$ cat src/rtl/uart_txf_pkg.sv
package uart_txf_pkg;
  localparam int unsigned DEF_DATA_W = 8;

  typedef enum logic {
    SH_IDLE = 1'b0,
    SH_BUSY = 1'b1
  } sh_state_e;
endpackage

$ cat src/rtl/uart_txf_rst_sync.sv
module uart_txf_rst_sync #(
  parameter int unsigned STAGES = 2
) (
  input  logic clk,
  input  logic rst_n,
  output logic rst_sync_n
);
  logic [STAGES-1:0] sync_q;

  always_ff @(posedge clk or negedge rst_n) begin
    if (!rst_n) sync_q <= '0;
    else        sync_q <= {sync_q[STAGES-2:0], 1'b1};
  end

  assign rst_sync_n = sync_q[STAGES-1];
endmodule

$ cat src/rtl/uart_txf_hold.sv
module uart_txf_hold #(
  parameter int unsigned DATA_W = uart_txf_pkg::DEF_DATA_W
) (
  input  logic              clk,
  input  logic              rst_n,
  input  logic              wr_stb,
  input  logic [DATA_W-1:0] wr_data,
  input  logic              load,
  output logic [DATA_W-1:0] hold_data,
  output logic              hold_full
);
  logic              full_d;
  logic [DATA_W-1:0] data_q;
  logic              full_q;

  // Next-state logic: a write takes priority over the drain caused by a transfer.
  always_comb begin
    full_d = full_q;
    if (load)   full_d = 1'b0;
    if (wr_stb) full_d = 1'b1;
  end

  always_ff @(posedge clk or negedge rst_n) begin
    if (!rst_n)      full_q <= 1'b0;
    else             full_q <= full_d;
  end

  always_ff @(posedge clk or negedge rst_n) begin
    if (!rst_n)      data_q <= '0;
    else if (wr_stb) data_q <= wr_data;
  end

  assign hold_data = data_q;
  assign hold_full = full_q;

  // a write fills the holding register with the written byte
  a_r2_write_fills: assert property (@(posedge clk) disable iff (!rst_n)
    wr_stb |=> (hold_full && hold_data == $past(wr_data)));

  // a transfer with no write in the same cycle leaves the register empty
  a_r3_load_drains: assert property (@(posedge clk) disable iff (!rst_n)
    (load && !wr_stb) |=> !hold_full);

  // without a transfer or write the contents are kept
  a_r10_hold_kept: assert property (@(posedge clk) disable iff (!rst_n)
    (!load && !wr_stb) |=> ($stable(hold_full) && $stable(hold_data)));
endmodule

$ cat src/rtl/uart_txf_shift.sv
module uart_txf_shift
  import uart_txf_pkg::*;
#(
  parameter int unsigned DATA_W = DEF_DATA_W
) (
  input  logic              clk,
  input  logic              rst_n,
  input  logic              baud_tick,
  input  logic              load,
  input  logic [DATA_W-1:0] load_data,
  output logic              txd,
  output logic              busy,
  output logic              last_bit
);
  localparam int unsigned FRAME_BITS = DATA_W + 2;
  localparam int unsigned CNT_W      = $clog2(FRAME_BITS);
  localparam logic [CNT_W-1:0] LAST_IDX = CNT_W'(FRAME_BITS - 1);

  sh_state_e         state_q, state_d;
  logic [CNT_W-1:0]  cnt_q, cnt_d;
  logic [DATA_W-1:0] sh_q, sh_d;
  logic              txd_q, txd_d;
  logic              adv;

  assign busy     = (state_q == SH_BUSY);
  assign last_bit = (cnt_q == LAST_IDX);
  assign adv      = busy && baud_tick;

  // Next-state logic. The shift register refills with ones, so the stop bit
  // comes out of the register after the last data bit.
  always_comb begin
    state_d = state_q;
    cnt_d   = cnt_q;
    sh_d    = sh_q;
    txd_d   = txd_q;
    if (load) begin
      state_d = SH_BUSY;
      cnt_d   = '0;
      sh_d    = load_data;
      txd_d   = 1'b0;
    end else if (adv) begin
      if (last_bit) begin
        state_d = SH_IDLE;
        txd_d   = 1'b1;
      end else begin
        cnt_d   = cnt_q + CNT_W'(1);
        txd_d   = sh_q[0];
        sh_d    = {1'b1, sh_q[DATA_W-1:1]};
      end
    end
  end

  always_ff @(posedge clk or negedge rst_n) begin
    if (!rst_n) begin
      state_q <= SH_IDLE;
      cnt_q   <= '0;
      sh_q    <= '1;
      txd_q   <= 1'b1;
    end else if (load || adv) begin
      state_q <= state_d;
      cnt_q   <= cnt_d;
      sh_q    <= sh_d;
      txd_q   <= txd_d;
    end
  end

  assign txd = txd_q;

  // the line is high whenever no frame is in progress
  a_r4_idle_high: assert property (@(posedge clk) disable iff (!rst_n)
    !busy |-> txd);

  // bits change only on tick edges
  a_r4_bit_held: assert property (@(posedge clk) disable iff (!rst_n)
    (!baud_tick && !load) |=> ($stable(txd) && $stable(busy)));

  // a transfer always starts with a low start bit
  a_r3_start_low: assert property (@(posedge clk) disable iff (!rst_n)
    load |=> (!txd && busy));

  // the tick ending the final bit leaves the line high unless reloaded
  a_r4_stop_end: assert property (@(posedge clk) disable iff (!rst_n)
    (adv && last_bit && !load) |=> (!busy && txd));
endmodule

$ cat src/rtl/uart_txf_flags.sv
module uart_txf_flags (
  input  logic clk,
  input  logic rst_n,
  input  logic tx_en,
  input  logic busy,
  input  logic frame_end,
  input  logic hold_full,
  input  logic wr_stb,
  input  logic cpl_clr,
  input  logic empty_ie,
  input  logic cpl_ie,
  output logic hold_empty,
  output logic tx_done,
  output logic irq
);
  logic done_q, done_d;
  logic set_end, set_idle;

  assign set_end  = frame_end && !hold_full;
  assign set_idle = !tx_en && !busy;

  // Priority, lowest to highest: clear strobe, frame-end set, write, disabled-idle force.
  always_comb begin
    done_d = done_q;
    if (cpl_clr)  done_d = 1'b0;
    if (set_end)  done_d = 1'b1;
    if (wr_stb)   done_d = 1'b0;
    if (set_idle) done_d = 1'b1;
  end

  always_ff @(posedge clk or negedge rst_n) begin
    if (!rst_n) done_q <= 1'b1;
    else        done_q <= done_d;
  end

  assign tx_done    = done_q;
  assign hold_empty = !hold_full;
  assign irq        = (hold_empty && empty_ie) || (tx_done && cpl_ie);

  // disabled and idle forces the done flag
  a_r9_idle_forces: assert property (@(posedge clk) disable iff (!rst_n)
    (!tx_en && !busy) |=> tx_done);

  // the clear strobe works when no set condition coincides
  a_r7_clear: assert property (@(posedge clk) disable iff (!rst_n)
    (cpl_clr && !(frame_end && !hold_full) && (tx_en || busy)) |=> !tx_done);

  // a write clears the flag unless the disabled-idle force applies
  a_r8_write_clears: assert property (@(posedge clk) disable iff (!rst_n)
    (wr_stb && (tx_en || busy)) |=> !tx_done);

  // a frame ending with nothing waiting sets the flag
  a_r6_end_sets: assert property (@(posedge clk) disable iff (!rst_n)
    (frame_end && !hold_full && !wr_stb) |=> tx_done);

  // the flag never rises in the middle of a frame
  a_r6_no_mid_rise: assert property (@(posedge clk) disable iff (!rst_n)
    (busy && !frame_end) |=> !$rose(tx_done));
endmodule

$ cat src/rtl/uart_txf.sv
module uart_txf
  import uart_txf_pkg::*;
#(
  parameter int unsigned DATA_W = DEF_DATA_W
) (
  input  logic              clk,
  input  logic              rst_n,
  input  logic              tx_en,
  input  logic              baud_tick,
  input  logic              wr_stb,
  input  logic [DATA_W-1:0] wr_data,
  input  logic              cpl_clr,
  input  logic              empty_ie,
  input  logic              cpl_ie,
  output logic              txd,
  output logic              hold_empty,
  output logic              tx_done,
  output logic              irq
);
  logic              rst_sync_n;
  logic              load;
  logic              hold_full;
  logic [DATA_W-1:0] hold_data;
  logic              busy;
  logic              last_bit;
  logic              frame_end;

  uart_txf_rst_sync #(.STAGES(2)) u_rst (
    .clk        (clk),
    .rst_n      (rst_n),
    .rst_sync_n (rst_sync_n)
  );

  // A byte moves only on a tick, so every bit of the frame lasts a full tick period.
  assign frame_end = busy && baud_tick && last_bit;
  assign load      = tx_en && hold_full && baud_tick && (!busy || last_bit);

  uart_txf_hold #(.DATA_W(DATA_W)) u_hold (
    .clk       (clk),
    .rst_n     (rst_sync_n),
    .wr_stb    (wr_stb),
    .wr_data   (wr_data),
    .load      (load),
    .hold_data (hold_data),
    .hold_full (hold_full)
  );

  uart_txf_shift #(.DATA_W(DATA_W)) u_shift (
    .clk       (clk),
    .rst_n     (rst_sync_n),
    .baud_tick (baud_tick),
    .load      (load),
    .load_data (hold_data),
    .txd       (txd),
    .busy      (busy),
    .last_bit  (last_bit)
  );

  uart_txf_flags u_flags (
    .clk        (clk),
    .rst_n      (rst_sync_n),
    .tx_en      (tx_en),
    .busy       (busy),
    .frame_end  (frame_end),
    .hold_full  (hold_full),
    .wr_stb     (wr_stb),
    .cpl_clr    (cpl_clr),
    .empty_ie   (empty_ie),
    .cpl_ie     (cpl_ie),
    .hold_empty (hold_empty),
    .tx_done    (tx_done),
    .irq        (irq)
  );

  // nothing starts while the transmitter is disabled
  a_r10_no_start: assert property (@(posedge clk) disable iff (!rst_sync_n)
    (!tx_en && !busy) |=> !busy);

  // a waiting byte starts on the tick that ends the stop bit
  a_r5_back_to_back: assert property (@(posedge clk) disable iff (!rst_sync_n)
    (frame_end && hold_full && tx_en) |=> (busy && !txd && hold_empty));
endmodule

$ cat config.mk
export PLATFORM = sky130hd
export DESIGN_NAME = uart_txf
export DESIGN_NICKNAME = d
export VERILOG_FILES = /design/src/rtl/uart_txf_pkg.sv /design/src/rtl/uart_txf_rst_sync.sv /design/src/rtl/uart_txf_hold.sv /design/src/rtl/uart_txf_shift.sv /design/src/rtl/uart_txf_flags.sv /design/src/rtl/uart_txf.sv
export SDC_FILE = /design/constraint.sdc
export NUM_CORES = 1
export LEC_CHECK = 0
export BUFFER_PORTS_ARGS = -buffer_cell sky130_fd_sc_hd__buf_4
export CAP_MARGIN = 10
export CELL_PAD_IN_SITES_DETAIL_PLACEMENT = 0
export CELL_PAD_IN_SITES_GLOBAL_PLACEMENT = 1
export CORE_MARGIN = 8
export CORE_UTILIZATION = 46
export DETAILED_ROUTE_END_ITERATION = 6
export GPL_TIMING_DRIVEN = 0
export PLACE_DENSITY_LB_ADDON = 0.12
export SLEW_MARGIN = 20
export SYNTH_ARGS = -nofsm -noshare
export SYNTH_HDL_FRONTEND = slang
export SYNTH_SLANG_ARGS = --single-unit
$ cat constraint.sdc
create_clock -name clk -period 1.61 [get_ports clk]
set_input_delay 0.322 -clock clk [delete_from_list [all_inputs] [get_ports clk]]
set_output_delay 0.322 -clock clk [all_outputs]
set_load 0.05 [all_outputs]
==> flow_summary.json <==
{
  "grt_overflow": 0,
  "wl_um": 2813,
  "start_util": 0.4690,
  "hold_depth": 2,
  "cts_tree": "yes",
  "place_congestion": 0.7717,
  "antenna_found_initial": 0,
  "criticalPathCategory": "register to output port",
  "cp.required_ps": 1290,
  "syn_area_per_cell_sq_um": 11.15,
  "fin_tns_setup_ps": 0,
  "clk_pin_slew_ps": 140,
  "vias": 982,
  "cts_made_buffers": 3,
  "p_int_mw": 1.383,
  "drv_cap": 0,
  "io_buffers": 19,
  "avgViaCountPerCell": 5.811,
  "yosysWarnings": 0,
  "irDropWorstVdd_uv": 738.7,
  "antenna_cells": 0,
  "postSynthCellCount": 112,
  "comb_power_share": 0.356,
  "synthTopCellsByArea": "dfrtp_1, dfstp_2, mux2_2",
  "endpoint_kind": "output port",
  "worstHoldStart": "tx_en",
  "outcome": "finished, final reports clean",
  "placed_cells": 162,
  "synth_edf_count": 0,
  "grtUsageTotal": 0.1332,
  "reg2reg_depth": 5,
  "cp.arrival_ps": 1210,
  "max_slew_margin": 0.6406,
  "row_count": 19,
  "synthesis.area_sq_mm": 0.001249,
  "post_drt_wl_per_cell_um": 16.64,
  "period_minus_slack_ps": 1528,
  "r2r_slack_ps": 80,
  "rsz0062_at_grt": "false",
  "grt_max_degree": 25,
  "drt_iter0_drc": 39,
  "max_freq_mhz": 654.3,
  "yosys.area.top_type": "dfrtp_1",
  "clkPwrFrac": 0.154,
  "area_growth_pct": 19.94,
  "hpwl_um": 1934,
  "worst_hold_path_type": "input port to register",
  "setup_viol": 0,
  "crit_fanout": 3,
  "yosys_most_used_dff": "dfrtp_1",
  "grt_pass1_vias": 1003,
  "die_h_um": 68.10,
  "drive_above_1_share": 0.3913,
  "fin_cells": 169,
  "clock_latency_ps": 320,
  "hold_viol_final": 0,
  "first_pass_iters": 4,
  "skew_ps": 3.912,
  "ys_seq_area_frac": 0.5311,
  "reg2reg_from": "u_shift.cnt_q[1]$_DFFE_PN0P_",
  "finalCritPeriodShare": 0.9492,
  "postSynth.asyncResetShare": 1.000,
  "cts_buffer_depth": 2,
  "rr_endpoint": "u_shift.sh_q[7]$_DFFE_PN1P_",
  "grt_pass1_wl_um": 4774,
  "worst_pin_slew_ps": 539.2,
  "syn-num-nets": 130,
  "powerDensity_mw_per_mm2": 1435,
  "synth.top_cell.area_share": 0.3206,
  "dieArea_sq_mm": 0.004638,
  "core-area_sq_mm": 0.002663,
  "synth_seq_cells": 26,
  "whs_endpoint": "u_flags.tx_done$_DFFE_PN1P_",
  "crit_slowest_cell": "dfstp_2",
  "ant_nets": 0,
  "drc_errors": 0,
  "setup.worst_path.start_class": "register",
  "ys_types": 30,
  "fin_nets": 157,
  "ctsRootBufferMaster": "clkbuf_4",
  "critPathMaxStageDelay_ps": 570,
  "drv_slew": 0,
  "cts_max_level": 1,
  "p_switching_mw": 0.7666,
  "p_seq_frac": 0.490,
  "power_leakage_nw": 0.6584,
  "fp.dieW_um": 68.10,
  "switching_share": 0.3566,
  "ios": 20,
  "clock_sinks": 26,
  "crit_chain": "a22o_1 > buf_4"
}
## registers in the layout, indices dropped and copies added, names as in the netlist
signal            cells
u_rst.sync_q          2
u_shift.txd           1
u_hold.hold_full      1
u_flags.tx_done       1
u_shift.busy          1
u_hold.hold_data      8
u_shift.cnt_q         4
u_shift.sh_q          8
## cell usage in the layout, fill, tap and decap left out, types with 2 or more instances in the layout
master / count
mux2_2: 7
inv_1: 5
nand2_1: 3
dfrtp_1: 15
buf_4: 23
a211oi_1: 6
nand4_1: 7
buf_2: 4
a31oi_1: 6
nor3_1: 2
a21oi_1: 5
o21ai_0: 11
clkbuf_4: 3
dfstp_2: 10
ha_1: 2
o22ai_1: 2
nand3_1: 3
a21o_1: 2
clkbuf_1: 2
or3_1: 3
## layer usage
metal	part of all wire	wire length [um]	track usage
met1	0.47	1310	0.1703
met2	0.47	1332	0.2239
met3	0.055	154	0.02946
met4	0.0060	17	0.03069
met5	0	0	0
## area by class of cell
| cell class | instances | area [sq um] |
|---|---|---|
| Buffer | 8 | 42.54 |
| Clock buffer | 4 | 36.28 |
| Multi-Input combinational cell | 73 | 529.3 |
| Tap cell | 31 | 38.79 |
| Inverter | 5 | 18.77 |
| Timing Repair Buffer | 22 | 167.7 |
| Sequential cell | 26 | 664.4 |
| Fill cell | 240 | 1165 |
## metrics by stage
| stage | power (mW) | setup WS (ps) | hold slack [ps] | area, sq um | utilization |
|---|---|---|---|---|---|
| 3_5_place_dp | 1.816 | 85.81 | 106.1 | 1430 | 0.5371 |
| 3_3_place_gp | 1.788 | 117.6 | 104.1 | 1430 | 0.5371 |
| 4_1_cts | 2.151 | 43.25 | 128.7 | 1476 | 0.5545 |
| 6_report | 2.150 | 81.74 | 141.6 | 1498 | 0.5625 |
| 2_1_floorplan | 1.603 | 49.03 | 26.41 | 1249 | - |
| 5_1_grt | 2.305 | 0.1694 | 124.3 | 1498 | 0.5625 |
## worst max-delay path: cells and delay by family (launching register included)
kind            cells  cell delay [ps]
compound gates      1              130
buf+inv             1              190
flops               1              570
## synth_stat cells (3+ instances only)
cell type,instances
a211oi_1,6
a21oi_1,6
a31oi_1,6
buf_2,4
dfrtp_1,16
dfstp_2,10
inv_1,5
mux2_2,7
nand2_1,3
nand3_1,3
nand4_1,7
o21ai_0,12
or3_1,3
## cell families after synthesis
kind of cell / share of synthesized area
AO/OA/AOI/OAI: 0.2124
adder cells (fa/ha/maj): 0.02004
buffers and inverters: 0.04910
flip-flops: 0.5311
multiplexers: 0.07515
other: 0.003003
AND/OR/NAND/NOR: 0.1092
## power groups by stage
stage | registers [mW] | logic [mW] | clock network, mW
detailed placement | 1.07 | 0.748 | 0
global placement | 1.06 | 0.730 | 0
floorplan | 1.10 | 0.505 | 0
CTS | 1.05 | 0.753 | 0.343
finish | 1.05 | 0.765 | 0.331
global route | 1.08 | 0.849 | 0.373
## repair_timing
action | in CTS | in global routing
endpoints found under the setup margin | 0 | 6
hold buffers | 1 | 0
hold endpoints to repair | 2 | 0
setup buffers | 0 | 2
resized for setup | 0 | 3
## worst max-delay path by stage
stage / cells past startpoint / startpoint / end
2_1_floorplan: 2 / u_hold.hold_full$_DFFE_PN0P_ / irq
3_3_place_gp: 5 / u_shift.cnt_q[1]$_DFFE_PN0P_ / u_shift.sh_q[7]$_DFFE_PN1P_
6_report: 2 / u_flags.tx_done$_DFFE_PN1P_ / irq
3_5_place_dp: 6 / u_shift.cnt_q[1]$_DFFE_PN0P_ / u_shift.txd$_DFFE_PN1P_
5_1_grt: 6 / u_shift.cnt_q[1]$_DFFE_PN0P_ / u_shift.sh_q[2]$_DFFE_PN1P_
4_1_cts: 6 / u_shift.cnt_q[1]$_DFFE_PN0P_ / u_shift.txd$_DFFE_PN1P_
(Power assumes the default switching activity.)
